--- src/rtl/spi_chan_pkg.sv ---
package spi_chan_pkg;
  localparam logic [7:0] CMD_READ  = 8'h60;
  localparam logic [7:0] CMD_WRITE = 8'h20;
  localparam logic [7:0] CMD_ALL   = 8'h80;
  localparam logic [7:0] CHAN_ALL  = 8'hFF;
  localparam int         CHAN_BITS = 5;
  localparam int         FRAMES    = 3;

  typedef enum logic [1:0] {
    ST_IDLE = 2'd0,
    ST_RUN  = 2'd1,
    ST_DONE = 2'd2
  } seq_state_e;
endpackage

--- src/rtl/spi_chan_cmd_enc.sv ---
module spi_chan_cmd_enc
  import spi_chan_pkg::*;
#(
  parameter int CHAN_MAX = 16
) (
  input  logic [7:0] chan,
  input  logic       write,
  input  logic       bcast,
  output logic [7:0] cmd,
  output logic       bad
);
  logic [CHAN_BITS-1:0] rev;
  logic                 all_sel;

  for (genvar i = 0; i < CHAN_BITS; i++) begin : g_rev
    assign rev[CHAN_BITS-1-i] = chan[i];
  end

  assign all_sel = bcast || (chan == CHAN_ALL);

  always_comb begin
    bad = 1'b0;
    cmd = 8'h00;
    if (all_sel) begin
      cmd = CMD_ALL | CMD_WRITE;
      bad = !write;
    end else begin
      cmd = (write ? CMD_WRITE : CMD_READ) | {3'b000, rev};
      bad = ({24'd0, chan} >= CHAN_MAX);
    end
  end
endmodule

--- src/rtl/spi_chan_byte_shift.sv ---
module spi_chan_byte_shift #(
  parameter int HALF_DIV  = 2,
  parameter int GAP_TICKS = 2
) (
  input  logic       clk,
  input  logic       rst_n,
  input  logic       start,
  input  logic [7:0] tx_byte,
  output logic       byte_done,
  output logic [7:0] rx_byte,
  output logic       sclk,
  output logic       cs_n,
  output logic       mosi,
  input  logic       miso
);
  localparam int END_PH = 16 + GAP_TICKS;
  localparam int PH_W   = $clog2(END_PH + 1);
  localparam int DIV_W  = (HALF_DIV > 1) ? $clog2(HALF_DIV) : 1;

  logic             active_q, active_d;
  logic [PH_W-1:0]  ph_q, ph_d;
  logic [DIV_W-1:0] div_q, div_d;
  logic [7:0]       tx_q, tx_d, rx_q, rx_d;
  logic             sclk_q, sclk_d, cs_q, cs_d, mosi_q, mosi_d, done_q, done_d;
  logic             tick;

  assign tick = active_q && (div_q == DIV_W'(HALF_DIV - 1));

  always_comb begin
    active_d = active_q;
    ph_d     = ph_q;
    div_d    = div_q;
    tx_d     = tx_q;
    rx_d     = rx_q;
    sclk_d   = sclk_q;
    cs_d     = cs_q;
    mosi_d   = mosi_q;
    done_d   = 1'b0;
    if (start && !active_q) begin
      active_d = 1'b1;
      ph_d     = '0;
      div_d    = '0;
      tx_d     = tx_byte;
      cs_d     = 1'b0;
    end else if (active_q) begin
      if (tick) begin
        div_d = '0;
        ph_d  = ph_q + 1'b1;
        if (ph_q < PH_W'(16)) begin
          if (!ph_q[0]) begin
            sclk_d = 1'b0;
            mosi_d = tx_q[7];
            tx_d   = {tx_q[6:0], 1'b0};
          end else begin
            sclk_d = 1'b1;
            rx_d   = {rx_q[6:0], miso};
          end
        end else if (ph_q == PH_W'(16)) begin
          cs_d = 1'b1;
        end
        if (ph_q == PH_W'(END_PH)) begin
          active_d = 1'b0;
          done_d   = 1'b1;
        end
      end else begin
        div_d = div_q + 1'b1;
      end
    end
  end

  always_ff @(posedge clk or negedge rst_n) begin
    if (!rst_n) begin
      active_q <= 1'b0;
      ph_q     <= '0;
      div_q    <= '0;
      tx_q     <= '0;
      rx_q     <= '0;
      sclk_q   <= 1'b1;
      cs_q     <= 1'b1;
      mosi_q   <= 1'b0;
      done_q   <= 1'b0;
    end else begin
      active_q <= active_d;
      ph_q     <= ph_d;
      div_q    <= div_d;
      tx_q     <= tx_d;
      rx_q     <= rx_d;
      sclk_q   <= sclk_d;
      cs_q     <= cs_d;
      mosi_q   <= mosi_d;
      done_q   <= done_d;
    end
  end

  assign byte_done = done_q;
  assign rx_byte   = rx_q;
  assign sclk      = sclk_q;
  assign cs_n      = cs_q;
  assign mosi      = mosi_q;


  idle_clk_high_chk: assert property (@(posedge clk) disable iff (!rst_n)
    cs_q |-> sclk_q);


  mosi_on_fall_chk: assert property (@(posedge clk) disable iff (!rst_n)
    !$stable(mosi_q) |-> $fell(sclk_q));


  cs_gap_chk: assert property (@(posedge clk) disable iff (!rst_n)
    $rose(cs_q) |=> cs_q);
endmodule

--- src/rtl/spi_chan_master.sv ---
module spi_chan_master
  import spi_chan_pkg::*;
#(
  parameter int CHAN_MAX  = 16,
  parameter int HALF_DIV  = 2,
  parameter int GAP_TICKS = 2
) (
  input  logic       clk,
  input  logic       rst_n,
  input  logic       req_valid,
  output logic       req_ready,
  input  logic [7:0] req_chan,
  input  logic [7:0] req_addr,
  input  logic       req_write,
  input  logic       req_bcast,
  input  logic [7:0] req_wdata,
  output logic       done,
  output logic       err,
  output logic [7:0] rd_data,
  output logic       sclk,
  output logic       cs_n,
  output logic       mosi,
  input  logic       miso
);
  localparam int IDX_W = $clog2(FRAMES);

  seq_state_e       st_q, st_d;
  logic [IDX_W-1:0] idx_q, idx_d;
  logic [7:0]       cmd_q, cmd_d, addr_q, addr_d, wd_q, wd_d, rd_q, rd_d;
  logic             rd_op_q, rd_op_d, err_q, err_d, start_q, start_d;
  logic [7:0]       enc_cmd, tx_sel, rx_byte;
  logic             enc_bad, byte_done, accept;

  spi_chan_cmd_enc #(.CHAN_MAX(CHAN_MAX)) enc_i (
    .chan  (req_chan),
    .write (req_write),
    .bcast (req_bcast),
    .cmd   (enc_cmd),
    .bad   (enc_bad)
  );

  always_comb begin
    case (idx_q)
      IDX_W'(0): tx_sel = cmd_q;
      IDX_W'(1): tx_sel = addr_q;
      default:   tx_sel = rd_op_q ? 8'h00 : wd_q;
    endcase
  end

  spi_chan_byte_shift #(.HALF_DIV(HALF_DIV), .GAP_TICKS(GAP_TICKS)) shf_i (
    .clk       (clk),
    .rst_n     (rst_n),
    .start     (start_q),
    .tx_byte   (tx_sel),
    .byte_done (byte_done),
    .rx_byte   (rx_byte),
    .sclk      (sclk),
    .cs_n      (cs_n),
    .mosi      (mosi),
    .miso      (miso)
  );

  assign accept = req_valid && (st_q == ST_IDLE);

  always_comb begin
    st_d    = st_q;
    idx_d   = idx_q;
    cmd_d   = cmd_q;
    addr_d  = addr_q;
    wd_d    = wd_q;
    rd_d    = rd_q;
    rd_op_d = rd_op_q;
    err_d   = err_q;
    start_d = 1'b0;
    case (st_q)
      ST_IDLE: begin
        if (accept) begin
          cmd_d   = enc_cmd;
          addr_d  = req_addr;
          wd_d    = req_wdata;
          rd_op_d = !req_write;
          err_d   = enc_bad;
          idx_d   = '0;
          if (enc_bad) begin
            st_d = ST_DONE;
          end else begin
            st_d    = ST_RUN;
            start_d = 1'b1;
          end
        end
      end
      ST_RUN: begin
        if (byte_done) begin
          if (idx_q == IDX_W'(FRAMES - 1)) begin
            st_d = ST_DONE;
            if (rd_op_q) rd_d = rx_byte;
          end else begin
            idx_d   = idx_q + 1'b1;
            start_d = 1'b1;
          end
        end
      end
      default: begin
        st_d  = ST_IDLE;
        err_d = 1'b0;
      end
    endcase
  end

  always_ff @(posedge clk or negedge rst_n) begin
    if (!rst_n) begin
      st_q    <= ST_IDLE;
      idx_q   <= '0;
      cmd_q   <= '0;
      addr_q  <= '0;
      wd_q    <= '0;
      rd_q    <= '0;
      rd_op_q <= 1'b0;
      err_q   <= 1'b0;
      start_q <= 1'b0;
    end else begin
      st_q    <= st_d;
      idx_q   <= idx_d;
      start_q <= start_d;
      err_q   <= err_d;
      rd_op_q <= rd_op_d;
      if (accept) begin
        cmd_q  <= cmd_d;
        addr_q <= addr_d;
        wd_q   <= wd_d;
      end
      if (st_q == ST_RUN) rd_q <= rd_d;
    end
  end

  assign req_ready = (st_q == ST_IDLE);
  assign done      = (st_q == ST_DONE);
  assign err       = (st_q == ST_DONE) && err_q;
  assign rd_data   = rd_q;


  done_pulse_chk: assert property (@(posedge clk) disable iff (!rst_n)
    done |=> !done);


  err_with_done_chk: assert property (@(posedge clk) disable iff (!rst_n)
    err |-> done);


  idle_bus_quiet_chk: assert property (@(posedge clk) disable iff (!rst_n)
    req_ready |-> cs_n);


  reject_no_bus_chk: assert property (@(posedge clk) disable iff (!rst_n)
    (accept && enc_bad) |=> (cs_n && err));
endmodule

--- config.mk ---
export PLATFORM = sky130hd
export DESIGN_NAME = spi_chan_master
export DESIGN_NICKNAME = d
export VERILOG_FILES = /design/src/rtl/spi_chan_pkg.sv /design/src/rtl/spi_chan_cmd_enc.sv /design/src/rtl/spi_chan_byte_shift.sv /design/src/rtl/spi_chan_master.sv
export SDC_FILE = /design/constraint.sdc
export NUM_CORES = 1
export LEC_CHECK = 0
export ABC_AREA = 1
export BUFFER_PORTS_ARGS = -buffer_cell sky130_fd_sc_hd__buf_2
export CAP_MARGIN = 15
export CORE_AREA = 4 4 78 80
export CTS_CLUSTER_DIAMETER = 50
export CTS_CLUSTER_SIZE = 25
export DETAILED_ROUTE_END_ITERATION = 7
export DIE_AREA = 0 0 82 84
export PLACE_DENSITY = 0.88
export RECOVER_POWER = 50
export SLEW_MARGIN = 20
export SYNTH_ARGS = -nofsm -noshare
export SYNTH_HDL_FRONTEND = slang
export SYNTH_HIERARCHICAL = 1
export SYNTH_SLANG_ARGS = --single-unit
--- constraint.sdc ---
create_clock -name clk -period 3.12 [get_ports clk]
set_input_delay 0.156 -clock clk [delete_from_list [all_inputs] [get_ports clk]]
set_output_delay 0.156 -clock clk [all_outputs]
set_load 0.005 [all_outputs]
# Yosys cells after proc, flatten, opt, wreduce, memory -nomap -nowiden
# Cells that the tools add are included.
dict set report classes {
  addsub 3
  order_cmp 2
  eq_ne 13
  n_mux 46
  bitwise 4
  reduce_logical 25
}
# op count
set ops {}
lappend ops {{$mux 8} 7}
lappend ops {{$mux 1} 23}
lappend ops {{$reduce_and 4->1} 5}
lappend ops {{$pmux 8 s2} 1}
lappend ops {{$mux 5} 3}
lappend ops {{$mux 2} 7}
lappend ops {{$eq 5x5->1 const B} 2}
lappend ops {{$reduce_and 5->1} 2}
lappend ops {{$reduce_bool 2->1} 5}
lappend ops {{$eq 8x8->1 const B} 1}
lappend ops {{$ge 8x5->1 const B} 1}
lappend ops {{$or 8x5->8} 1}
lappend ops {{$pmux 2 s2} 2}
lappend ops {{$mux 7} 1}
lappend ops {{$ne 2x1->1 const B} 3}
lappend ops {{$ne 2x2->1 const B} 3}
lappend ops {{$reduce_and 2->1} 3}
lappend ops {{$add 5x1->5 const B} 1}
lappend ops {{$lt 5x5->1 const B} 1}
lappend ops {{$eq 2x1->1 const B} 2}
lappend ops {{$eq 2x2->1 const B} 2}
lappend ops {{$logic_and 1x1->1} 4}
lappend ops {{$logic_not 2->1} 2}
lappend ops {{$pmux 1 s2} 2}
lappend ops {{other kinds (6)} 9}
dict set report totals {
  ff_bits 66
}

# Logic depth before layout (Yosys ltp)
# Gate-level depths: netlist of run 1.
dict set report logic_depth {
  depth_word 6
  depth_mapped 10
}

# Modules after synthesis
# The synthesis of run 1 kept the hierarchy.
# module n_inst cells_each area_each_um2 seq_area_each_um2
set modules_own_cells {}
lappend modules_own_cells {spi_chan_master 1 224 1851.8 975.9}
lappend modules_own_cells {spi_chan_byte_shift 1 153 1283.7 678.2}
lappend modules_own_cells {spi_chan_cmd_enc 1 30 138.9 0.0}

# Worst setup path after synthesis of run 1
# No wires, ideal clock.
dict set report synth_path {
  kind {register -> register}
  from {register idx_q[0]}
  to {register shf_i.tx_q[1]}
  arrival_time_ps 1408
  required_ps 3055
  path_slack_ps 1647
  stages_incl_launch_ff 11
  path_buffers 1
  path_cell_list {dfrtp_1 inv_1 ha_1 buf_2 nor2_1 nand3_1 nand3_1 nand2_1 nand2_1 nand2_1 nand2_1}
}
dict set report synth_between {
  elab_chain_cells 3
  word_cells_on_any_way 4
}
# element line_no
set synth_rtl {}
lappend synth_rtl {{from (decl)} spi_chan_master.sv:28} ;# logic [IDX_W-1:0] idx_q, idx_d;
lappend synth_rtl {{from (signal assigned)} spi_chan_master.sv:123} ;# idx_q <= idx_d;
lappend synth_rtl {{$eq 2x1->1 or $logic_not 2->1 (tied branches)} spi_chan_master.sv:43} ;# case (idx_q)
lappend synth_rtl {{$pmux 8 s2 *} spi_chan_master.sv:43}
lappend synth_rtl {{named net tx_sel[1]} spi_chan_master.sv:31} ;# logic [7:0] enc_cmd, tx_sel, rx_byte;
lappend synth_rtl {{$mux 8 *} spi_chan_byte_shift.sv:39} ;# if (start && !active_q) begin
lappend synth_rtl {{to (signal assigned)} spi_chan_byte_shift.sv:86} ;# tx_q <= tx_d;
lappend synth_rtl {{to (decl)} spi_chan_byte_shift.sv:23} ;# logic [7:0] tx_q, tx_d, rx_q, rx_d;
# Mark *: on every way through the listed nets, which the timed path passes. The rest lies on a longest branch.
# A chain may end at the register's enable or synchronous reset.

==> flow_metrics.py, run 1 <==
metrics = {
    "worst_setup_path": {
        "worst-endpoint-arrival_ns": 2.29,
        "cp_max_fo": 50,
        "reg_to_reg_setup_timing_slack_ns": 1.36,
        "regToRegEndpoint": "shf_i/tx_q[6]",
        "worst_setup_path_end_kind": "asynchronous set/reset pin",
        "worst-path-stages": 3,
        "worstPathCellList": "dlygate4sd3_1, clkbuf_2, clkbuf_1",
        "timing.critical_path.slowest_stage_cell": "sky130_fd_sc_hd__clkbuf_2",
        "worstSetupStartpointType": "input port",
        "worst_reg_to_reg_cells": 9,
        "required_ns": 3.48,
        "regToRegStartpoint": "idx_q[0]",
        "worst-setup-path-type": "input port to asynchronous set/reset pin",
        "path_delay_family": "buffers and inverters",
        "timing.critical_path.buf_inv": 3,
        "crit_path_max_incr_delay_ns": 0.88,
    },
    "timing": {
        "timing.final.max_slew_violations": 0,
        "setup_violations": 0,
        "setup_tns_ns": 0,
        "timing.slew.headroom_pct": 20.9,
        "rsz0062_at_grt": "no",
        "worst_pin_slew_ns": 1.19,
        "finalCritPeriodShare_pct": 61.8,
        "worst_slack_ns": 1.19,
        "finClkSkew_ns": 0.0141,
        "finalWorstPathRequiredPeriod_ns": 1.93,
        "fmaxAchievable_ghz": 0.519,
        "timing_hold_violations_final": 0,
    },
    "layout": {
        "layout-drive-gt1-share_pct": 16.4,
        "design.final.nets": 481,
        "area.growth.synth_to_final_pct": 10.8,
        "antenna_cells_inserted": 0,
    },
    "cts": {
        "clock_slew_at_the_register_clock_pins_of_the_worst_setup_and_hold_paths_ns": 0.07,
        "clock-root-buffer": "sky130_fd_sc_hd__clkbuf_8",
        "postCtsResizedCells": 0,
        "ctsHoldBuffers": 0,
        "cts_buffers": 9,
        "clock_sinks": 66,
        "postCtsSetupRepairBufs": 0,
        "cts_max_level": 3,
        "max-clock-path-buffers": 2,
        "worst_skew_pair.late_latency_ns": 0.34,
        "cts_tree": "done",
    },
    "synthesis": {
        "ys_async_sr_fraction_pct": 100,
        "synth-warning-count": 6,
        "seq_area_frac_synth_pct": 50.5,
        "mappedNetlistArea_mm2": 0.00327,
        "ys_dominant_reg_cell": "sky130_fd_sc_hd__dfrtp_1",
        "synth_cell_type_count": 28,
        "synth_edf_count": 0,
        "synth_nets": 443,
        "top_cell_type_s_share_of_synthesized_area_pct": 48.9,
        "ys_seq_elements": 66,
        "postSynthAreaPerCell_um2": 8.05,
        "synth.top_cells.by_area": "sky130_fd_sc_hd__dfrtp_1 (49%), sky130_fd_sc_hd__nand2_1 (19%), sky130_fd_sc_hd__nand3_1 (10%)",
        "syn-instance-count": 407,
        "synthDominantAreaCellType": "sky130_fd_sc_hd__dfrtp_1",
    },
    "placed_design": {
        "final_wtd_congestion": 0.939,
        "dp_slack_ns": 1.46,
        "io_buffer_count": 43,
        "dpl.hpwl_um": 4670,
    },
    "status": {
        "run_status": "finished, final reports clean",
    },
    "grt": {
        "grtUsageTotal_pct": 20.7,
        "maximum_number_of_pins_on_one_net_before_global_route_repair": 51,
        "wire_length_of_the_first_global_routing_pass_um": 11100,
        "first_global_vias": 2490,
        "grt_overflow": 0,
        "antenna_found_initial": 0,
    },
    "routing": {
        "drc": 0,
        "drt-pass1-iter-count": 6,
        "routed_via_density": 5.22,
        "post_route_ant_nets": 0,
        "route.vias.total": 2724,
        "post_drt_wl_per_cell_um": 12.4,
        "drt_first_iter_violations": 171,
        "routed_wl_um": 6470,
    },
    "floorplan": {
        "die_width_um": 82,
        "starting_utilization_of_the_core_area_pct": 60.6,
        "die_h_um": 84,
        "fp-row-count": 27,
        "top_level_ports": 44,
        "core_mm2": 0.00541,
        "design.die.area_mm2": 0.00689,
    },
    "flow_run": {
        "timing.max_cap.violations": 0,
    },
    "pwr": {
        "power.static_leakage_uw": 0.00204,
        "vdd_drop_max_v": 0.000340,
        "cellPowerDensity_mw_per_mm2": 441,
        "design_power_total_uw": 1600,
    },
    "hold_path": {
        "hold_path.class": "input port to flip-flop",
        "whs_endpoint": "addr_q[0]",
        "holdCritStartpoint": "req_addr[0]",
        "hold-path-cell-count": 3,
    },
}
[worst reg2reg max path, delay by kind of cell (launching register included)]
kind / cells / cell delay [ns]
adder cells (fa/ha/maj): 1 / 0.31
buffers and inverters: 1 / 0.09
flip-flops: 1 / 0.41
AND/OR/NAND/NOR: 7 / 0.89
[through the flow]
step / std cells / cell area, um2 / util, % / hold WS (ns)
floorplan: 407 / 3270 / - / -0.140
global placement: 505 / 3440 / 63.7 / 0.387
detailed placement: 505 / 3440 / 63.7 / 0.392
CTS: 521 / 3630 / 67.1 / 0.0356
global route: 522 / 3630 / 67.1 / 0.0398
finish: 522 / 3630 / 67.1 / 0.0489
[layout by cell type (no fill, tap or decap), drive strengths merged]
cell type and instances:
nand2 172, dfstp 2, clkinvlp 2, buf 40, conb 1, dfrtp 64
clkinv 2, nand3 67, o21ai 10, nor3 4, inv 25, nand4 3
o21a 2, bufinv 1, ha 6, a21oi 3, nor2 30, clkbuf 15
dlygate4sd3 1
[layout make-up]
class / count / area [um2]
timing repair buffer: 45 / 226
multi-input combinational: 298 / 1380
clock buffer: 11 / 131
sequential: 66 / 1650
inverter: 25 / 93.8
tap: 72 / 90.1
fill: 454 / 1780
clock inverter: 5 / 55.1
[flip-flops by register name, indices dropped and copies added (netlist names), 2 cells and up]
register and flops:
shf_i/rx_byte 8, addr_q 8, idx_q 2, rd_data 8, cmd_q 8, shf_i/ph_q 5, wd_q 8, st_q 2
shf_i/tx_q 8
[cell usage after synthesis, types with 2 or more instances]
cell type	count
sky130_fd_sc_hd__nor3_1	3
sky130_fd_sc_hd__buf_4	6
sky130_fd_sc_hd__nand3_1	67
sky130_fd_sc_hd__inv_2	3
sky130_fd_sc_hd__o21ai_2	2
sky130_fd_sc_hd__nand4_1	2
sky130_fd_sc_hd__o21ai_0	8
sky130_fd_sc_hd__dfrtp_1	64
sky130_fd_sc_hd__nor2_1	26
sky130_fd_sc_hd__clkbuf_1	2
sky130_fd_sc_hd__o21a_1	2
sky130_fd_sc_hd__inv_1	22
sky130_fd_sc_hd__nand2_1	164
sky130_fd_sc_hd__nand2_2	5
sky130_fd_sc_hd__buf_2	4
sky130_fd_sc_hd__a21oi_1	3
sky130_fd_sc_hd__nor2_2	2
sky130_fd_sc_hd__nand2_4	3
sky130_fd_sc_hd__buf_6	4
sky130_fd_sc_hd__dfstp_2	2
sky130_fd_sc_hd__ha_1	6
[power by group]
group | internal (uW) | switching (uW)
registers | 861 | 4.36
clock network | 367 | 312
logic | 19.9 | 37.5
total | 1250 | 354
[kinds of logic (layout without fill, tap and decap cells)]
kind of cell	after synthesis	in the layout	synth area share (%)
and+or+nand+nor	276	276	37.1
DFF	66	66	50.5
buffers and inverters	43	86	7.34
AOI/OAI and AO/OA	15	15	2.67
adders and majority gates	6	6	2.29
other	1	1	0.115
[routing by layer]
metal  GRT usage (%)  vias up  wire length [um]
met5               0        -                 0
met4            10.1        0               150
met3            5.08       16               388
met2            31.8       95              3120
met1            27.1     1251              2810
li1                -     1362                 -
[how the worst max path moves through the flow]
stage                   from            end  slack [ns]
finish                 rst_n        wd_q[3]        1.19
global route           rst_n        wd_q[3]        0.79
CTS                 idx_q[0]  shf_i/tx_q[6]        1.39
detailed placement  idx_q[0]  shf_i/tx_q[6]        1.46
global placement    idx_q[0]  shf_i/tx_q[6]        1.52
floorplan           idx_q[0]  shf_i/tx_q[1]        1.65
Note: power is estimated with default switching activity, not from simulation.
==> run 2, diff against run 1 <==
--- a/config.mk
+++ b/config.mk
@@ -5,15 +5,15 @@
 export SDC_FILE = /design/constraint.sdc
 export NUM_CORES = 1
 export LEC_CHECK = 0
-export ABC_AREA = 1
+export ABC_AREA = 0
 export BUFFER_PORTS_ARGS = -buffer_cell sky130_fd_sc_hd__buf_2
 export CAP_MARGIN = 15
-export CORE_AREA = 4 4 78 80
+export CORE_AREA = 4 4 83 85
 export CTS_CLUSTER_DIAMETER = 50
 export CTS_CLUSTER_SIZE = 25
 export DETAILED_ROUTE_END_ITERATION = 7
-export DIE_AREA = 0 0 82 84
-export PLACE_DENSITY = 0.88
+export DIE_AREA = 0 0 87 89
+export PLACE_DENSITY = 0.79
 export RECOVER_POWER = 50
 export SLEW_MARGIN = 20
 export SYNTH_ARGS = -nofsm -noshare
==> constraint.sdc (replaced) <==
create_clock -name clk -period 1.7 [get_ports clk]
set_input_delay 0.085 -clock clk [delete_from_list [all_inputs] [get_ports clk]]
set_output_delay 0.085 -clock clk [all_outputs]
set_load 0.005 [all_outputs]
==> flow_metrics.py, run 2 <==
metrics = {
    "flow_run": {
        "timing.max_cap.violations": 0,
    },
    "floorplan": {
        "die_width_um": 87,
        "starting_utilization_of_the_core_area_pct": 49.4,
        "design.die.area_mm2": 0.00774,
        "top_level_ports": 44,
        "core_mm2": 0.00620,
        "die_h_um": 89,
        "fp-row-count": 29,
    },
    "worst_setup_path": {
        "worstPathCellList": "inv_1, ha_4, nand3_4, nor3b_4, buf_12, mux2_2",
        "worst_reg_to_reg_cells": 6,
        "worst_setup_path_end_kind": "flip-flop",
        "worstSetupStartpointType": "flip-flop",
        "cp_max_fo": 8,
        "worst-endpoint-arrival_ns": 1.83,
        "regToRegStartpoint": "idx_q[0]",
        "crit_path_max_incr_delay_ns": 0.38,
        "required_ns": 1.92,
        "timing.critical_path.slowest_stage_cell": "sky130_fd_sc_hd__dfrtp_1",
        "worst-setup-path-type": "flip-flop to flip-flop",
        "reg_to_reg_setup_timing_slack_ns": 0.09,
        "regToRegEndpoint": "rd_data[1]",
    },
    "pwr": {
        "vdd_drop_max_v": 0.000726,
        "clock_power_share_pct": 24.4,
        "switching_power_uw": 1600,
        "p_sw_share_pct": 29.8,
        "p_comb_share_pct": 28.0,
        "power.static_leakage_uw": 0.00178,
        "seq_power_share_pct": 47.6,
        "cellPowerDensity_mw_per_mm2": 1400,
        "internal_power_uw": 3760,
    },
    "routing": {
        "dr_wl_met3_um": 326,
        "routed-wl-met2_um": 2690,
        "top_layer_used": "met4",
        "drc": 0,
        "routed_via_density": 5.22,
        "drt-pass1-iter-count": 4,
        "routedLengthMet1_um": 2670,
        "drt_first_iter_violations": 73,
        "post_route_ant_nets": 0,
        "routed_wl_um": 5790,
        "post_drt_wl_per_cell_um": 14.4,
        "route.vias.total": 2092,
    },
    "timing": {
        "rsz0062_at_grt": "no",
        "worst_slack_ns": 0.0891,
        "timing.slew.headroom_pct": 26.7,
        "fmaxAchievable_ghz": 0.621,
        "setup_violations": 0,
        "finClkSkew_ns": 0.00446,
        "worst_pin_slew_ns": 1.10,
        "timing_hold_violations_final": 0,
        "timing.final.max_slew_violations": 0,
        "finalWorstPathRequiredPeriod_ns": 1.61,
        "setup_tns_ns": 0,
        "finalCritPeriodShare_pct": 94.8,
    },
    "synthesis": {
        "ys_dominant_reg_cell": "sky130_fd_sc_hd__dfrtp_1",
        "postSynthAreaPerCell_um2": 12.5,
        "synth-warning-count": 6,
        "syn-instance-count": 246,
        "post_synth_most_frequent_cells": "sky130_fd_sc_hd__dfrtp_1 (64), sky130_fd_sc_hd__mux2_2 (42), sky130_fd_sc_hd__nand2_1 (21)",
        "ys_seq_elements": 66,
        "seq_area_frac_synth_pct": 53.9,
        "mappedNetlistArea_mm2": 0.00307,
        "synthDominantAreaCellType": "sky130_fd_sc_hd__dfrtp_1",
        "synth_edf_count": 0,
        "yosysMostFrequentCell": "sky130_fd_sc_hd__dfrtp_1",
        "ys_async_sr_fraction_pct": 100,
        "synth.top_cells.by_area": "sky130_fd_sc_hd__dfrtp_1 (52%), sky130_fd_sc_hd__mux2_2 (15%), sky130_fd_sc_hd__mux2i_1 (3.6%)",
        "synth_nets": 282,
        "synth_cell_type_count": 42,
        "top_cell_type_s_share_of_synthesized_area_pct": 52.2,
    },
    "layout": {
        "layout.cell_area.non_filler_mm2": 0.00382,
        "area.growth.synth_to_final_pct": 24.5,
        "antenna_cells_inserted": 0,
        "highest_count_cells_in_the_layout_ignoring_fill_and_taps": "sky130_fd_sc_hd__dfrtp_1 (64), sky130_fd_sc_hd__mux2_2 (42), sky130_fd_sc_hd__buf_2 (42), sky130_fd_sc_hd__nand2_1 (21), sky130_fd_sc_hd__dlygate4sd3_1 (19)",
        "design.final.nets": 355,
        "layout-drive-gt1-share_pct": 38.6,
        "most_common_library_cell_in_the_layout_ignoring_fill_and_taps": "sky130_fd_sc_hd__dfrtp_1",
    },
    "placed_design": {
        "dpl_cell_area_mm2": 0.00342,
        "dpl.hpwl_um": 4030,
        "final_wtd_congestion": 0.839,
        "io_buffer_count": 43,
        "dp_slack_ns": 0.0448,
    },
    "hold_path": {
        "hold_path.class": "input port to flip-flop",
        "whs_endpoint": "cmd_q[4]",
        "holdCritStartpoint": "req_chan[0]",
        "hold-path-cell-count": 3,
    },
    "cts": {
        "cts_tree": "done",
        "clock_sinks": 66,
        "cts_buffers": 9,
        "worst_skew_pair.late_latency_ns": 0.34,
        "max-clock-path-buffers": 2,
        "cts_max_level": 3,
        "clock-root-buffer": "sky130_fd_sc_hd__clkbuf_8",
        "clock_slew_at_the_register_clock_pins_of_the_worst_setup_and_hold_paths_ns": 0.07,
        "postCtsSetupRepairBufs": 0,
    },
    "grt": {
        "maximum_number_of_pins_on_one_net_before_global_route_repair": 33,
        "grt_overflow": 0,
        "antenna_found_initial": 0,
        "wire_length_of_the_first_global_routing_pass_um": 9840,
        "first_global_vias": 2111,
        "grtUsageTotal_pct": 16.5,
    },
    "status": {
        "run_status": "finished, final reports clean",
    },
}
==> run 2: changes by cell type after synthesis, sizes merged, moves of 6 or more <==
cell	change
nand3	-65
o21ai	+10
mux2i	+11
nand2	-150
and2	+7
mux2	+43
buf	-6
inv	-19
nor2	-16
a22oi	+8
==> run 2: cell families after synthesis <==
logic type | share of synthesized area, %
muxes | 19.4
adders and majority gates | 2.45
AOI/OAI and AO/OA | 8.65
other | 0.122
buffers and inverters | 3.18
and+or+nand+nor | 12.3
DFF | 53.9
==> run 2: worst max path at each step <==
stage,start,to
4_1_cts,idx_q[0],rd_data[1]
3_5_place_dp,idx_q[0],rd_data[1]
2_1_floorplan,idx_q[0],rd_data[0]
3_3_place_gp,idx_q[0],rd_data[0]
5_1_grt,idx_q[1],shf_i/tx_q[2]
6_report,idx_q[0],rd_data[1]
==> run 2: area by class of cell <==
cell class,count,area [um2]
multi-input combinational,163,1330
timing repair buffer,73,520
clock inverter,2,35.0
tap,77,96.3
clock buffer,14,163
inverter,6,22.5
sequential,66,1650
fill,506,2380
==> run 2: layer usage <==
| layer | track usage, % | up-vias |
|---|---|---|
| li1 | - | 1014 |
| met1 | 21.0 | 1015 |
| met5 | 0 | - |
| met4 | 7.22 | 0 |
| met3 | 5.35 | 10 |
| met2 | 26.0 | 53 |
==> run 2: through the flow <==
stage	utilization [%]	total power (uW)	instances	hold slack (ns)
6_report	61.6	5350	401	0.0974
2_1_floorplan	-	3620	246	-0.211
3_5_place_dp	55.2	4040	366	0.0546
5_1_grt	61.6	5720	401	0.0860
3_3_place_gp	55.2	3960	366	0.0555
4_1_cts	61.4	5400	401	0.0789
==> run 2: critical path, delay by kind of cell (launching register included) <==
kind	cells	cell delay [ns]
adders and majority gates	1	0.17
buffers and inverters	2	0.27
DFF	1	0.38
muxes	1	0.33
and+or+nand+nor	2	0.33
==> run 2: power groups by stage <==
stage	logic (uW)	registers (uW)	clock network (uW)
after floorplan	1190	2430	0
after global placement	1420	2540	0
after detailed placement	1470	2570	0
after CTS	1510	2550	1340
after global routing	1680	2620	1420
final	1500	2550	1310
==> run 2: timing repair <==
item / CTS / global route
hold buffers: 19 / 0
resized for setup: 0 / 2
endpoints found under the hold margin: 33 / 0
setup endpoints to repair: 0 / 8
